**config.mk**
```make
export PLATFORM = sky130hd
export DESIGN_NAME = branch_jump_nextpc
export DESIGN_NICKNAME = d
export VERILOG_FILES = /design/src/rtl/nxpc_pkg.sv /design/src/rtl/nxpc_compare.sv /design/src/rtl/nxpc_cond.sv /design/src/rtl/nxpc_target.sv /design/src/rtl/branch_jump_nextpc.sv
export SDC_FILE = /design/constraint.sdc
export NUM_CORES = 1
export LEC_CHECK = 0
export BUFFER_PORTS_ARGS = -buffer_cell sky130_fd_sc_hd__clkbuf_2
export CAP_MARGIN = 20
export CORE_MARGIN = 2
export CORE_UTILIZATION = 51
export DETAILED_ROUTE_END_ITERATION = 12
export GPL_TIMING_DRIVEN = 0
export PLACE_DENSITY_LB_ADDON = 0.08
export SYNTH_ARGS = -nofsm -noshare
export SYNTH_HDL_FRONTEND = slang
export SYNTH_HIERARCHICAL = 1
export SYNTH_SLANG_ARGS = --single-unit
```
**constraint.sdc**
```tcl
create_clock -name vclk -period 5.2
set_input_delay 0.52 -clock vclk [all_inputs]
set_output_delay 0.52 -clock vclk [all_outputs]
set_load 0.005 [all_outputs]
```
**src/rtl/nxpc_pkg.sv**
```systemverilog
// Package: shared constants for the next-PC unit.
// Assumes a 7-bit major opcode and a 3-bit condition field.
package nxpc_pkg;
    localparam int OPC_W = 7;
    localparam int F3_W  = 3;

    localparam logic [OPC_W-1:0] OPC_BRANCH = 7'b1100011;
    localparam logic [OPC_W-1:0] OPC_JDIR   = 7'b1101111;
    localparam logic [OPC_W-1:0] OPC_JREG   = 7'b1100111;

    typedef enum logic [F3_W-1:0] {
        CND_EQ  = 3'b000,
        CND_NE  = 3'b001,
        CND_R2  = 3'b010,
        CND_R3  = 3'b011,
        CND_LT  = 3'b100,
        CND_GE  = 3'b101,
        CND_LTU = 3'b110,
        CND_GEU = 3'b111
    } cond_e;

    typedef enum logic [1:0] {
        SEL_SEQ    = 2'd0,
        SEL_PCREL  = 2'd1,
        SEL_REGREL = 2'd2
    } sel_e;
endpackage

```
**src/rtl/nxpc_compare.sv**
```systemverilog
// Module: nxpc_compare
// Produces equality and signed/unsigned less-than from one subtractor.
// Assumes two's-complement operands of width XLEN.
module nxpc_compare #(
    parameter int XLEN = 32
) (
    input  logic [XLEN-1:0] a_i,
    input  logic [XLEN-1:0] b_i,
    output logic            eq_o,
    output logic            lt_s_o,
    output logic            lt_u_o
);
    localparam int DW = XLEN + 1;

    logic [DW-1:0] diff;

    // Subtract with one extra bit; the top bit is the unsigned borrow.
    always_comb begin
        diff   = {1'b0, a_i} - {1'b0, b_i};
        eq_o   = (diff[XLEN-1:0] == '0);
        lt_u_o = diff[DW-1];
        lt_s_o = (a_i[XLEN-1] ^ b_i[XLEN-1]) ? a_i[XLEN-1] : diff[DW-1];
    end

    // Check that equal operands never report less-than.
    always_comb begin

        eq_excl_chk: assert (!(eq_o && (lt_s_o || lt_u_o)))
            else $error("equal operands flagged less-than");
    end
endmodule

```
**src/rtl/nxpc_cond.sv**
```systemverilog
// Module: nxpc_cond
// Maps funct3 and the comparison flags to a branch decision.
// Assumes the flags come from nxpc_compare on rs1 and rs2.
module nxpc_cond
    import nxpc_pkg::*;
(
    input  logic [F3_W-1:0] funct3_i,
    input  logic            eq_i,
    input  logic            lt_s_i,
    input  logic            lt_u_i,
    output logic            take_o
);
    // Select the condition named by funct3; the reserved codes never take.
    always_comb begin
        unique case (cond_e'(funct3_i))
            CND_EQ:  take_o = eq_i;
            CND_NE:  take_o = !eq_i;
            CND_LT:  take_o = lt_s_i;
            CND_GE:  take_o = !lt_s_i;
            CND_LTU: take_o = lt_u_i;
            CND_GEU: take_o = !lt_u_i;
            default: take_o = 1'b0;
        endcase
    end

    // Check that the reserved condition codes stay inactive.
    always_comb begin

        reserved_code_chk: assert (!(take_o && (funct3_i[2:1] == 2'b01)))
            else $error("reserved condition taken");
    end
endmodule

```
**src/rtl/nxpc_target.sv**
```systemverilog
// Module: nxpc_target
// Adds a base and an offset; optionally clears bit 0 of the sum.
// Assumes sums wrap at XLEN bits.
module nxpc_target #(
    parameter int XLEN      = 32,
    parameter bit CLEAR_LSB = 1'b0
) (
    input  logic [XLEN-1:0] base_i,
    input  logic [XLEN-1:0] ofs_i,
    output logic [XLEN-1:0] tgt_o
);
    logic [XLEN-1:0] sum;

    assign sum = base_i + ofs_i;

    // Choose at elaboration whether the low bit is cleared.
    generate
        if (CLEAR_LSB) begin : g_clr
            assign tgt_o = {sum[XLEN-1:1], 1'b0};
        end else begin : g_keep
            assign tgt_o = sum;
        end
    endgenerate
endmodule

```
**src/rtl/branch_jump_nextpc.sv**
```systemverilog
// Module: branch_jump_nextpc
// Computes the next fetch address, the return address and the taken flag.
// Assumes imm_i is already sign-extended and the design holds no state.
module branch_jump_nextpc
    import nxpc_pkg::*;
#(
    parameter int XLEN     = 32,
    parameter int INSN_LEN = 4
) (
    input  logic [XLEN-1:0]  pc_i,
    input  logic [XLEN-1:0]  rs1_i,
    input  logic [XLEN-1:0]  rs2_i,
    input  logic [XLEN-1:0]  imm_i,
    input  logic [OPC_W-1:0] opcode_i,
    input  logic [F3_W-1:0]  funct3_i,
    output logic [XLEN-1:0]  next_pc_o,
    output logic [XLEN-1:0]  link_o,
    output logic             taken_o
);
    localparam logic [XLEN-1:0] STEP = XLEN'(INSN_LEN);

    logic            eq, lt_s, lt_u, br_take;
    logic [XLEN-1:0] seq_pc, pcrel_tgt, regrel_tgt;
    sel_e            sel;

    assign seq_pc = pc_i + STEP;
    assign link_o = seq_pc;

    nxpc_compare #(.XLEN(XLEN)) u_cmp (
        .a_i(rs1_i), .b_i(rs2_i),
        .eq_o(eq), .lt_s_o(lt_s), .lt_u_o(lt_u)
    );

    nxpc_cond u_cond (
        .funct3_i(funct3_i), .eq_i(eq), .lt_s_i(lt_s), .lt_u_i(lt_u),
        .take_o(br_take)
    );

    nxpc_target #(.XLEN(XLEN), .CLEAR_LSB(1'b0)) u_pcrel (
        .base_i(pc_i), .ofs_i(imm_i), .tgt_o(pcrel_tgt)
    );

    nxpc_target #(.XLEN(XLEN), .CLEAR_LSB(1'b1)) u_regrel (
        .base_i(rs1_i), .ofs_i(imm_i), .tgt_o(regrel_tgt)
    );

    // Decode the opcode into a target source.
    always_comb begin
        sel = SEL_SEQ;
        if (opcode_i == OPC_JDIR)                  sel = SEL_PCREL;
        else if (opcode_i == OPC_JREG)             sel = SEL_REGREL;
        else if (opcode_i == OPC_BRANCH && br_take) sel = SEL_PCREL;
    end

    // Drive the next address and the taken flag from the selection.
    always_comb begin
        unique case (sel)
            SEL_PCREL:  next_pc_o = pcrel_tgt;
            SEL_REGREL: next_pc_o = regrel_tgt;
            default:    next_pc_o = seq_pc;
        endcase
        taken_o = (sel != SEL_SEQ);
    end

    // Check the opcode-level behaviour against the outputs.
    always_comb begin

        seq_default_chk: assert (taken_o || next_pc_o == pc_i + STEP)
            else $error("fall-through address wrong");

        jdir_taken_chk: assert (opcode_i != OPC_JDIR || taken_o)
            else $error("direct jump not taken");

        jreg_lsb_chk: assert (opcode_i != OPC_JREG || next_pc_o[0] == 1'b0)
            else $error("register jump target odd");
    end
endmodule

```
==> results.ini <==
[synthesis]
yosysWarnings = 6
synthCells = 1025
syn_area_um2 = 7140
ys_seq_area_share_pct = 0
synth_cell_types = 103
syn_nets = 1263
avgSynthCellArea_um2 = 6.97

[place]
dp.cells = 1408
place_ws_ps = -1330
dp_hpwl_mm = 21.2
place_area_um2 = 8380
port_buffers = 203
place_congestion = 1.00

[sta]
period_share_pct = 106
slew_headroom_pct = 46.0
worst_pin_slew_ps = 803
rsz0062_at_grt = yes
setup_violations = 32
setup_ws_ps = -303
hold_slack_ps = 1340
period_needed_ps = 5500
finalMaxSlewViolations = 0
hold_violations = 0
tns_ps = -7570
max_freq_mhz = 182

[power]
p_leak_nw = 4.29
power.total_mw = 1.06
power.density_nw_per_um2 = 114
ir_worst_vdd_v = 0.0000559

[global_route]
grt_pass1_vias = 7720
grt_usage_pct = 32.6
gr-total-overflow = 0
grt_pass1_wl_mm = 39.4
grt_max_degree = 11
antenna_found_initial = 0

[floorplan]
die_w_um = 122
die_area_um2 = 15000
die_h_um = 122
pin_count = 203
core_area_um2 = 13800
start_util_pct = 51.8
rows = 43

[setup_path]
startpoint = rs1_i[0]
cp-start-kind = primary input
crit_slowest_cell = o31ai_2
worstPathMaxFanout = 7
cpPeakStageDelay_ps = 420
endpoint_kind = primary output
critical_path_buf_inv_count = 5
required_ps = 4680
crit_family = compound AO/OA/AOI/OAI gates
crit_type = primary input to primary output
path_cells = buf_8 -> inv_4 -> ha_4 -> fa_2 -> and2b_4 -> o31ai_4 -> a21o_2 -> o31ai_2 -> xnor2_1 -> o21ai_0 -> nor4_2 -> nand4_1 -> nor4_2 -> xnor2_1 -> nor3_1 -> a21o_1 -> nand2_2 -> a21oi_4 -> buf_6 -> ha_4 -> buf_6 -> a221o_1 -> o21a_1 -> buf_2
arrival_ps = 4980

[finish]
fillCellCount = 1271
num-clock-buffers = 0
multiInputGateArea_um2 = 7270
area_delta_synth_final_pct = 30.6
final_util_pct = 67.7
drive_above_1_share_pct = 29.7
seq_cell_count = 0
nets = 1475
stdcell_count = 1415
antenna_cells = 0
fin_area_um2 = 9330
seq_area_um2 = 0

[outcome]
violations = setup timing
status = finished, violations left

[routing]
wl_mm = 26.1
ant_nets = 0
vias = 8976
dr.pass1.iters = 6
drcViolationCount = 0
vias_per_cell = 6.34
first_iter_violations = 766
wl_per_cell_um = 18.4

[clock_tree]
hold_buffers = 0

[hold_path]
hold_path_class = primary input to primary output
hold_path_depth = 3
whs_endpoint = link_o[2]
hold_start = pc_i[2]

[job]
max_cap_viol_count = 0

-- placed cells by master (no fill, tap or decap), types with 9 or more instances in the layout --
cell      netlist  final
buf_2           7     12
o211ai_1       12     12
a31oi_4         1      9
a211oi_1       15     13
o21ai_0        43     40
a221oi_4        0     15
a21oi_1        93     86
clkbuf_2        1    197
nor3_1         26     26
o21ai_1         8      9
xor2_1         41     41
clkbuf_1       27      9
nand3_1        37     36
a31oi_1        24     15
xnor2_1        47     47
nand4_1        35     35
nand2_1        93     91
inv_1          67     64
nor2_1         60     58
buf_4           4     12
ha_1           97     92
nor4_1         10      9
o31ai_1        11      9
o21a_1         14     14
a21o_1         37     37
-- kinds of logic after synthesis --
logic type | synth area share, %
compound gates | 38.1
simple gates | 24.5
fa+ha+maj | 17.8
xor+xnor | 10.8
buf+inv | 7.55
mux | 1.12
other cells | 0.0525
-- area by class of cell --
class,count,area share (%)
Multi-Input combinational cell,911,77.9
Timing Repair Buffer,215,12.4
Buffer,42,4.53
Inverter,67,2.72
Tap cell,180,2.41
-- where the power goes --
part	switching [mW]	internal, mW	leakage (nW)
Combinational	0.634	0.428	4.29
Sequential	0	0	0
Clock	0	0	0
Total	0.634	0.428	4.29
-- repair_timing --
action | in CTS | in global routing
setup endpoints to repair | 33 | 33
buffers inserted | 7 | 2
gates cloned | 2 | 1
resized for setup | 93 | 75
pin swaps | 21 | 23
-- metal layers --
metal  share of wire [%]  global-route usage, %  up-vias
met3                 8.8                   2.60       66
met5                   0                      0        -
met4                 3.0                   7.04        0
met2                  46                   55.6      460
li1                    -                      -     4363
met1                  42                   44.6     4087
-- how the worst max path moves through the flow --
stage / to / slack, ps / depth (start not counted)
finish: next_pc_o[13] / -300 / 24
global route: next_pc_o[13] / -370 / 22
CTS: next_pc_o[13] / -260 / 24
detailed placement: next_pc_o[31] / -1330 / 24
global placement: next_pc_o[31] / -1310 / 24
floorplan: next_pc_o[0] / 100 / 23
-- cells in the mapped netlist (10+ instances only) --
cell,count,area [um^2]
a211oi_1,15,113
ha_1,97,1210
a21o_1,37,278
xnor2_1,47,412
nand4_1,35,219
nand3_1,37,185
a221oi_1,24,210
o21a_1,14,105
xor2_1,41,359
o31ai_1,11,82.6
o211ai_1,12,90.1
nand2_1,93,349
nor2_1,60,225
inv_1,67,251
o21ai_0,43,215
nor3_1,26,130
nor4_1,10,62.6
a31oi_1,24,150
clkbuf_1,27,101
a21oi_1,93,465
Note: power is estimated with default switching activity, not from simulation.
